--- config.mk ---
export PLATFORM = sky130hd
export DESIGN_NAME = lic_timer
export DESIGN_NICKNAME = d
export VERILOG_FILES = /design/src/rtl/lic_tmr_pkg.sv /design/src/rtl/lic_tmr_regs.sv /design/src/rtl/lic_tmr_prescaler.sv /design/src/rtl/lic_tmr_counter.sv /design/src/rtl/lic_timer.sv
export SDC_FILE = /design/constraint.sdc
export NUM_CORES = 1
export LEC_CHECK = 0
export BUFFER_PORTS_ARGS = -buffer_cell sky130_fd_sc_hd__buf_2
export CORE_MARGIN = 8
export CORE_UTILIZATION = 53
export CTS_BUF_LIST = sky130_fd_sc_hd__clkbuf_16
export CTS_CLUSTER_DIAMETER = 80
export DETAILED_ROUTE_END_ITERATION = 6
export PLACE_DENSITY = 0.77
export SYNTH_ARGS = -nofsm -noshare
export SYNTH_HDL_FRONTEND = slang
export SYNTH_HIERARCHICAL = 1
export SYNTH_SLANG_ARGS = --single-unit
--- constraint.sdc ---
create_clock -name clk -period 2.21 [get_ports clk]
set_input_delay 0.442 -clock clk [delete_from_list [all_inputs] [get_ports clk]]
set_output_delay 0.442 -clock clk [all_outputs]
set_load 0.01 [all_outputs]
--- src/rtl/lic_tmr_pkg.sv ---
package lic_tmr_pkg;
  localparam int REG_W = 32;
  localparam int SH_W  = 3;

  localparam logic [1:0] A_ENTRY = 2'd0;
  localparam logic [1:0] A_INIT  = 2'd1;
  localparam logic [1:0] A_CURR  = 2'd2;
  localparam logic [1:0] A_DIV   = 2'd3;

  localparam int ENT_MASK_BIT = 16;
  localparam int ENT_PER_BIT  = 17;
  localparam logic [3:0] DIV_KEEP = 4'hB;

  // prescaler shift: code {b3,b1,b0}, plus one, wrapping at eight
  function automatic logic [SH_W-1:0] div_shift(input logic [3:0] cfg);
    logic [SH_W-1:0] code;
    code = {cfg[3], cfg[1:0]};
    return code + 3'd1;
  endfunction

  // low-bit mask of the free-running phase counter for a given shift
  function automatic logic [(1<<SH_W)-2:0] phase_mask(input logic [SH_W-1:0] sh);
    logic [(1<<SH_W)-2:0] one;
    one = '0;
    one[0] = 1'b1;
    return (one << sh) - one;
  endfunction
endpackage

--- src/rtl/lic_tmr_regs.sv ---
module lic_tmr_regs
  import lic_tmr_pkg::*;
#(
  parameter int CNT_W = 32,
  parameter int VEC_W = 8
) (
  input  logic                  clk,
  input  logic                  rst_n,
  input  logic                  wr_i,
  input  logic [1:0]            addr_i,
  input  logic [REG_W-1:0]      wdata_i,
  input  logic [CNT_W-1:0]      cnt_i,
  output logic [REG_W-1:0]      rdata_o,
  output logic [VEC_W-1:0]      vec_o,
  output logic                  mask_o,
  output logic                  periodic_o,
  output logic [SH_W-1:0]       shift_o,
  output logic [CNT_W-1:0]      init_o,
  output logic                  load_o
);
  logic [VEC_W-1:0] vec_q;
  logic             mask_q, per_q;
  logic [3:0]       div_q;
  logic [CNT_W-1:0] init_q;

  assign load_o = wr_i && (addr_i == A_INIT);

  always_ff @(posedge clk) begin
    if (!rst_n) begin
      vec_q  <= '0;
      mask_q <= 1'b1;
      per_q  <= 1'b0;
      div_q  <= '0;
      init_q <= '0;
    end else if (wr_i) begin
      case (addr_i)
        A_ENTRY: begin
          vec_q  <= wdata_i[VEC_W-1:0];
          mask_q <= wdata_i[ENT_MASK_BIT];
          per_q  <= wdata_i[ENT_PER_BIT];
        end
        A_INIT:  init_q <= wdata_i[CNT_W-1:0];
        A_DIV:   div_q  <= wdata_i[3:0] & DIV_KEEP;
        default: ;
      endcase
    end
  end

  always_comb begin
    rdata_o = '0;
    case (addr_i)
      A_ENTRY: begin
        rdata_o[VEC_W-1:0]   = vec_q;
        rdata_o[ENT_MASK_BIT] = mask_q;
        rdata_o[ENT_PER_BIT]  = per_q;
      end
      A_INIT:  rdata_o = REG_W'(init_q);
      A_CURR:  rdata_o = REG_W'(cnt_i);
      default: rdata_o = REG_W'(div_q);
    endcase
  end

  assign vec_o      = vec_q;
  assign mask_o     = mask_q;
  assign periodic_o = per_q;
  assign shift_o    = div_shift(div_q);
  assign init_o     = init_q;

  // divide register never holds bit 2
  assert_div_keep_R2: assert property (@(posedge clk) disable iff (!rst_n)
    wr_i && addr_i == A_DIV |=> div_q[2] == 1'b0);
endmodule

--- src/rtl/lic_tmr_prescaler.sv ---
module lic_tmr_prescaler
  import lic_tmr_pkg::*;
(
  input  logic            clk,
  input  logic            rst_n,
  input  logic            restart_i,
  input  logic [SH_W-1:0] shift_i,
  output logic            tick_o
);
  localparam int PRE_W = (1 << SH_W) - 1;

  logic [PRE_W-1:0] pre_q;
  logic [PRE_W-1:0] msk;

  assign msk    = phase_mask(shift_i);
  assign tick_o = (pre_q & msk) == msk;

  always_ff @(posedge clk) begin
    if (!rst_n || restart_i) pre_q <= '0;
    else                     pre_q <= pre_q + PRE_W'(1);
  end

  // with a divisor above one, a tick is never followed by another
  assert_tick_spacing_R2: assert property (@(posedge clk) disable iff (!rst_n)
    tick_o && shift_i != '0 && !restart_i |=> !tick_o || shift_i == '0);
endmodule

--- src/rtl/lic_tmr_counter.sv ---
module lic_tmr_counter #(
  parameter int CNT_W = 32,
  parameter int VEC_W = 8
) (
  input  logic             clk,
  input  logic             rst_n,
  input  logic             load_i,
  input  logic [CNT_W-1:0] load_val_i,
  input  logic [CNT_W-1:0] init_i,
  input  logic             tick_i,
  input  logic             periodic_i,
  input  logic             mask_i,
  input  logic [VEC_W-1:0] vec_i,
  output logic [CNT_W-1:0] cnt_o,
  output logic             fire_o,
  output logic [VEC_W-1:0] fire_vec_o
);
  logic [CNT_W-1:0] cnt_q;
  logic             armed_q, fire_q;
  logic [VEC_W-1:0] fvec_q;
  logic             at_zero, expire_w, reload_w;

  assign at_zero  = (cnt_q == '0);
  assign reload_w = periodic_i && (init_i != '0);
  assign expire_w = tick_i && !load_i && at_zero && (periodic_i ? reload_w : armed_q);

  always_ff @(posedge clk) begin
    if (!rst_n) begin
      cnt_q   <= '0;
      armed_q <= 1'b0;
      fire_q  <= 1'b0;
      fvec_q  <= '0;
    end else begin
      if (load_i) begin
        cnt_q   <= load_val_i;
        armed_q <= (load_val_i != '0);
      end else if (tick_i) begin
        if (!at_zero)      cnt_q <= cnt_q - CNT_W'(1);
        else if (reload_w) cnt_q <= init_i;
        if (expire_w && !periodic_i) armed_q <= 1'b0;
      end
      fire_q <= expire_w && !mask_i;
      fvec_q <= vec_i;
    end
  end

  assign cnt_o      = cnt_q;
  assign fire_o     = fire_q;
  assign fire_vec_o = fvec_q;

  assert_fire_single_R9: assert property (@(posedge clk) disable iff (!rst_n)
    fire_q |=> !fire_q);
  assert_fire_unmasked_R8: assert property (@(posedge clk) disable iff (!rst_n)
    fire_q |-> !$past(mask_i));
  assert_count_step_R5: assert property (@(posedge clk) disable iff (!rst_n)
    tick_i && !load_i && cnt_q != '0 |=> cnt_q == $past(cnt_q) - CNT_W'(1));
  assert_oneshot_rest_R5: assert property (@(posedge clk) disable iff (!rst_n)
    !periodic_i && !load_i && cnt_q == '0 |=> cnt_q == '0);
  assert_hold_R4: assert property (@(posedge clk) disable iff (!rst_n)
    !tick_i && !load_i |=> $stable(cnt_q));
  assert_load_R4: assert property (@(posedge clk) disable iff (!rst_n)
    load_i |=> cnt_q == $past(load_val_i));
  assert_zero_periodic_R7: assert property (@(posedge clk) disable iff (!rst_n)
    periodic_i && init_i == '0 && cnt_q == '0 && !load_i |=> !fire_q);
endmodule

--- src/rtl/lic_timer.sv ---
module lic_timer
  import lic_tmr_pkg::*;
#(
  parameter int CNT_W = 32,
  parameter int VEC_W = 8
) (
  input  logic             clk,
  input  logic             rst_n,
  input  logic             reg_wr,
  input  logic [1:0]       reg_addr,
  input  logic [31:0]      reg_wdata,
  output logic [31:0]      reg_rdata,
  output logic             tmr_fire,
  output logic [VEC_W-1:0] tmr_vec
);
  logic [CNT_W-1:0] cnt, init;
  logic [VEC_W-1:0] vec;
  logic             mask, periodic, load, tick;
  logic [SH_W-1:0]  shift;

  lic_tmr_regs #(.CNT_W(CNT_W), .VEC_W(VEC_W)) u_regs (
    .clk(clk), .rst_n(rst_n), .wr_i(reg_wr), .addr_i(reg_addr),
    .wdata_i(reg_wdata), .cnt_i(cnt), .rdata_o(reg_rdata),
    .vec_o(vec), .mask_o(mask), .periodic_o(periodic),
    .shift_o(shift), .init_o(init), .load_o(load)
  );

  lic_tmr_prescaler u_pre (
    .clk(clk), .rst_n(rst_n), .restart_i(load), .shift_i(shift), .tick_o(tick)
  );

  lic_tmr_counter #(.CNT_W(CNT_W), .VEC_W(VEC_W)) u_cnt (
    .clk(clk), .rst_n(rst_n), .load_i(load), .load_val_i(reg_wdata[CNT_W-1:0]),
    .init_i(init), .tick_i(tick), .periodic_i(periodic), .mask_i(mask),
    .vec_i(vec), .cnt_o(cnt), .fire_o(tmr_fire), .fire_vec_o(tmr_vec)
  );
endmodule

==> run summary <==
IR analysis of the VDD net gives a maximum drop of 0.5208 mV. Routability-driven placement finished with a final weighted congestion of 0.9628. The first TritonRoute pass finished after 7 iterations.

The worst hold path passes through 3 cells. The smallest setup slack after layout is -0.1032 ns, and the proportion of register bits with asynchronous set or reset after synthesis is 0%. The layer with the highest usage was met2. Wires add up to 21.79 mm. The top cell type's share of synthesized area was 32.10%; the setup slack of the most critical reg-to-reg path was -0.10 ns. The final reports fail on negative setup slack.

For met2 alone, demand over resource in global routing was 45.18%. The met3 capacity usage during global routing is 4.793%, and the switching power share of the total is 34.12%. The number of enable flip-flop cells after synthesis came out at 0. In this run the worst path has a maximum fanout of 8.

The run gives 33.59 mm as the first-pass GRT wire length. Cell internal power was estimated by the tool at 3.851 mW. For the pin with the worst max-slew slack, the measured transition is 0.5833 ns. The initial antenna violation count was 0.

The tools report the hold violation total from the final report as 0. The tools report the critical path launch point type as a flip-flop. The die covers 0.01468 mm².

Global routing used 28.69% of the available tracks. Synthesized netlist net count: 754. The H-tree depth came out at 3. Cells with a size suffix above 1 make up 34.58% of the layout.

The routed wirelength normalized by instance count works out to 21.87 µm. The floorplan die width was 121.2 µm. The tools report the critical hold path startpoint as reg_wdata[12]. The slowest stage cell on the critical path was sky130_fd_sc_hd__dfxtp_2. The run gives 54.09% as the starting utilization of the core area. The launch instance of the worst register-to-register path is u_regs/div_q[0]$_SDFFE_PN0P_.

The number of diodes came out at 0. The min-delay analysis places its worst path in the category in2reg. For the largest net degree at the start of global routing, the log shows 91. The logs give 9 for the CTS buffer count and 0 for the number of max-cap violations. The clock transition at the registers of the reported paths is 0.07 ns, and the number of top-level design ports is 78.

The number of placed cells counting well taps is 966, and the global-route met1 utilization is 37.93%. The tools report the clock share of power as 29.3%. The vias after detailed routing is 6,588. The run gives 0.01084 mm² as the area inside the core boundary. Dividing the detail-routed via count by the number of cells gives 6.614. TritonCTS built the clock tree.

In this run, post-CTS hold repair placed 0 buffers. The areal power density over the cells was 756.1 mW/mm²; the synthesized instance count was 708. The arrival time at the worst endpoint is 2.61 ns. Setup repair after global routing could not meet its margin everywhere.

The filler-free cell count of the finished design is 996. The run gives 2.51 ns as the required time of the worst setup path. The root buffer cell chosen for the clock tree is sky130_fd_sc_hd__clkbuf_16. In this run, synthesis produced a sequential element count of 94. For the number of design-rule violations left by the first detailed-router iteration, the log shows 1,053. In the synthesized netlist the dominant register cell turns out to be sky130_fd_sc_hd__dfxtp_1. The wire-length estimate of the detail-placed layout is 14.69 mm. The tools report the number of setup violations in the final report as 18.

OpenSTA, run right after detailed placement, puts the worst setup slack at -0.1826 ns. Buffers placed on the I/O ports in this run total 77. The final critical path time including I/O delays and setup came out at 2.313 ns. The clock net in this run drives a total of 94 sinks. The number of global-route vias before repair came out at 6,243. After global routing the overflow that remains totals 0.

The kind of end point of the critical path was a flip-flop. Sequential elements use 32.10% of the synthesized area. The type of the worst setup path was reg2reg. The area of the mapped netlist was 0.005863 mm²; the worst slew margin relative to its limit was 61.11%. The cell accounting for the most synthesized area was sky130_fd_sc_hd__dfxtp_1. The capture point of the worst reg-to-reg path was u_cnt/cnt_o[19]$_SDFFE_PN0P_.

The run gives 6 as the synthesis warning total. The layout has 828 filler cells. The path with the worst hold slack has its endpoint at u_regs/init_o[12]$_SDFFE_PN0P_. Clock latency on the worst-skew pair, taken at its later pin, is 0.35 ns. The area growth from synthesis to layout is 31.84%. The run finished, with violations left.

For the final database, setup skew stands at 0.004343 ns. The tools report the count of unique library cells instantiated by Yosys as 61. Registers are responsible for 33.1% of the overall power.

The detail route stage leaves a number of antenna-violating nets equal to 0. Combinational logic is responsible for 37.6% of the overall power. The signal on the critical path passes through ha_4 -> buf_4 -> a211o_1 -> a22oi_2 -> nor2_2 -> a31oi_4 -> bufbuf_16 -> a21boi_0 -> o211a_1. For this design the static power due to leakage is 3.244 nW. Timing would allow up to 432.3 MHz. A synthesized cell averages 8.281 µm². For the final number of max-transition violations, the log shows 0.

For the net count reported at finish, the log shows 897. In this run the power spent charging and discharging nets is 1.994 mW. Yosys attributes the largest share of cell area to sky130_fd_sc_hd__dfxtp_1 32%, sky130_fd_sc_hd__a21bo_1 5.0%, sky130_fd_sc_hd__nand3_1 4.5%. In this run the vertical extent of the chip is 121.2 µm.

For this run, design rule violations remaining after detail routing come to 0. On the worst path, the slowest cell contributes a delay of 0.34 ns. Measured in cells, the most critical reg-to-reg path has a length of 9. In this run the deepest clock path goes through 2 buffers. Dividing the final minimum period by the clock period gives 104.7%. Row generation in the floorplan step produced 38 rows.
-- per-stage QoR --
step	setup TNS, ns	total power, mW	util [%]	hold WS (ns)	instance area, µm²
2_1_floorplan	-0.2404	2.990	-	0.4464	5893
3_3_place_gp	-0.6013	3.747	64.31	0.4683	6972
3_5_place_dp	-1.037	3.786	64.31	0.4797	6972
4_1_cts	-0.1331	5.652	69.52	0.3516	7536
5_1_grt	-2.682	6.066	71.31	0.3602	7730
6_report	-0.9122	5.845	71.31	0.3619	7730
-- power by group through the flow --
| stage | clock, mW | sequential, mW | combinational (mW) |
|---|---|---|---|
| 3_3_place_gp | 0 | 1.94 | 1.81 |
| 2_1_floorplan | 0 | 1.97 | 1.02 |
| 4_1_cts | 1.72 | 1.92 | 2.01 |
| 3_5_place_dp | 0 | 1.94 | 1.84 |
| 6_report | 1.71 | 1.93 | 2.20 |
| 5_1_grt | 1.79 | 1.94 | 2.33 |
-- cell usage after synthesis, drive strengths merged, types with 22 or more instances --
cell	number
a22oi	23
clkbuf	29
nand2	39
nor2b	22
nor3	25
dfxtp	94
buf	35
o21ai	35
a21oi	61
nor4	27
a21bo	44
nor2	42
nand3	54
-- cell families after synthesis --
group | synth area share (%)
AO/OA/AOI/OAI | 32.33
adder cells (fa/ha/maj) | 1.921
AND/OR/NAND/NOR | 23.07
XOR/XNOR | 2.540
multiplexers | 0.7042
buffers and inverters | 7.341
flip-flops | 32.10
-- metal layers --
metal,wire length [µm],share of wire [%]
met1,8593,39
met3,2386,11
met2,10160,47
met5,0,0
met4,646,3.0
-- cell usage in the layout, fill, tap and decap left out, types with 8 or more instances in the layout --
cell type	n
sky130_fd_sc_hd__a21bo_1	29
sky130_fd_sc_hd__a21bo_2	15
sky130_fd_sc_hd__a21oi_1	52
sky130_fd_sc_hd__a21oi_2	9
sky130_fd_sc_hd__a222oi_1	10
sky130_fd_sc_hd__a22oi_1	22
sky130_fd_sc_hd__and2_1	10
sky130_fd_sc_hd__buf_12	9
sky130_fd_sc_hd__buf_2	76
sky130_fd_sc_hd__buf_4	105
sky130_fd_sc_hd__clkbuf_16	10
sky130_fd_sc_hd__dfxtp_1	89
sky130_fd_sc_hd__nand2_1	36
sky130_fd_sc_hd__nand3_1	51
sky130_fd_sc_hd__nor2_1	40
sky130_fd_sc_hd__nor2b_1	22
sky130_fd_sc_hd__nor3_1	24
sky130_fd_sc_hd__nor4_1	12
sky130_fd_sc_hd__nor4_4	9
sky130_fd_sc_hd__o211a_1	12
sky130_fd_sc_hd__o21ai_0	32
sky130_fd_sc_hd__xnor2_1	9
sky130_fd_sc_hd__xor2_1	8
-- state kept, by name, summed over array words and instances, names as in the netlist --
name               flops
u_cnt/armed_q          1
u_cnt/cnt_o           32
u_cnt/fire_o           1
u_cnt/fire_vec_o       8
u_pre/pre_q            7
u_regs/div_q           3
u_regs/init_o         32
u_regs/mask_o          1
u_regs/periodic_o      1
u_regs/vec_o           8
-- timing repair --
item                                    CTS  global route
setup buffers                             7             4
resized for setup                        26            44
cloned                                    2             1
pin swaps                                 6             8
endpoints found under the setup margin   21            36
-- worst max-delay path by stage --
stage,startpoint,end,slack [ns],cells past startpoint
final,u_regs/div_q[0]$_SDFFE_PN0P_,u_cnt/cnt_o[19]$_SDFFE_PN0P_,-0.10,9
after global routing,u_regs/div_q[0]$_SDFFE_PN0P_,u_cnt/cnt_o[19]$_SDFFE_PN0P_,-0.17,10
after CTS,u_cnt/cnt_o[1]$_SDFFE_PN0P_,u_cnt/cnt_o[10]$_SDFFE_PN0P_,-0.05,8
after detailed placement,u_cnt/cnt_o[23]$_SDFFE_PN0P_,u_cnt/cnt_o[2]$_SDFFE_PN0P_,-0.18,8
after global placement,u_cnt/cnt_o[23]$_SDFFE_PN0P_,u_cnt/cnt_o[4]$_SDFFE_PN0P_,-0.12,8
after floorplan,u_cnt/cnt_o[0]$_SDFFE_PN0P_,u_cnt/cnt_o[10]$_SDFFE_PN0P_,-0.08,9
-- final cells by class --
type	count	area (µm²)	share of cell area, %
Tap cell	140	175.2	2.266
Inverter	14	52.55	0.6798
Timing Repair Buffer	196	1471	19.04
Clock buffer	9	225.2	2.914
Sequential cell	94	1888	24.43
Multi-Input combinational cell	536	3820	49.42
Clock inverter	7	97.59	1.263
-- worst max-delay path, delay by kind of cell (launching register included) --
kind | cells | cell delay, ns
adder cells (fa/ha/maj) | 1 | 0.24
flip-flops | 1 | 0.34
AND/OR/NAND/NOR | 1 | 0.07
AO/OA/AOI/OAI | 5 | 1.14
buffers and inverters | 2 | 0.46
Note: power is estimated with default switching activity, not from simulation.
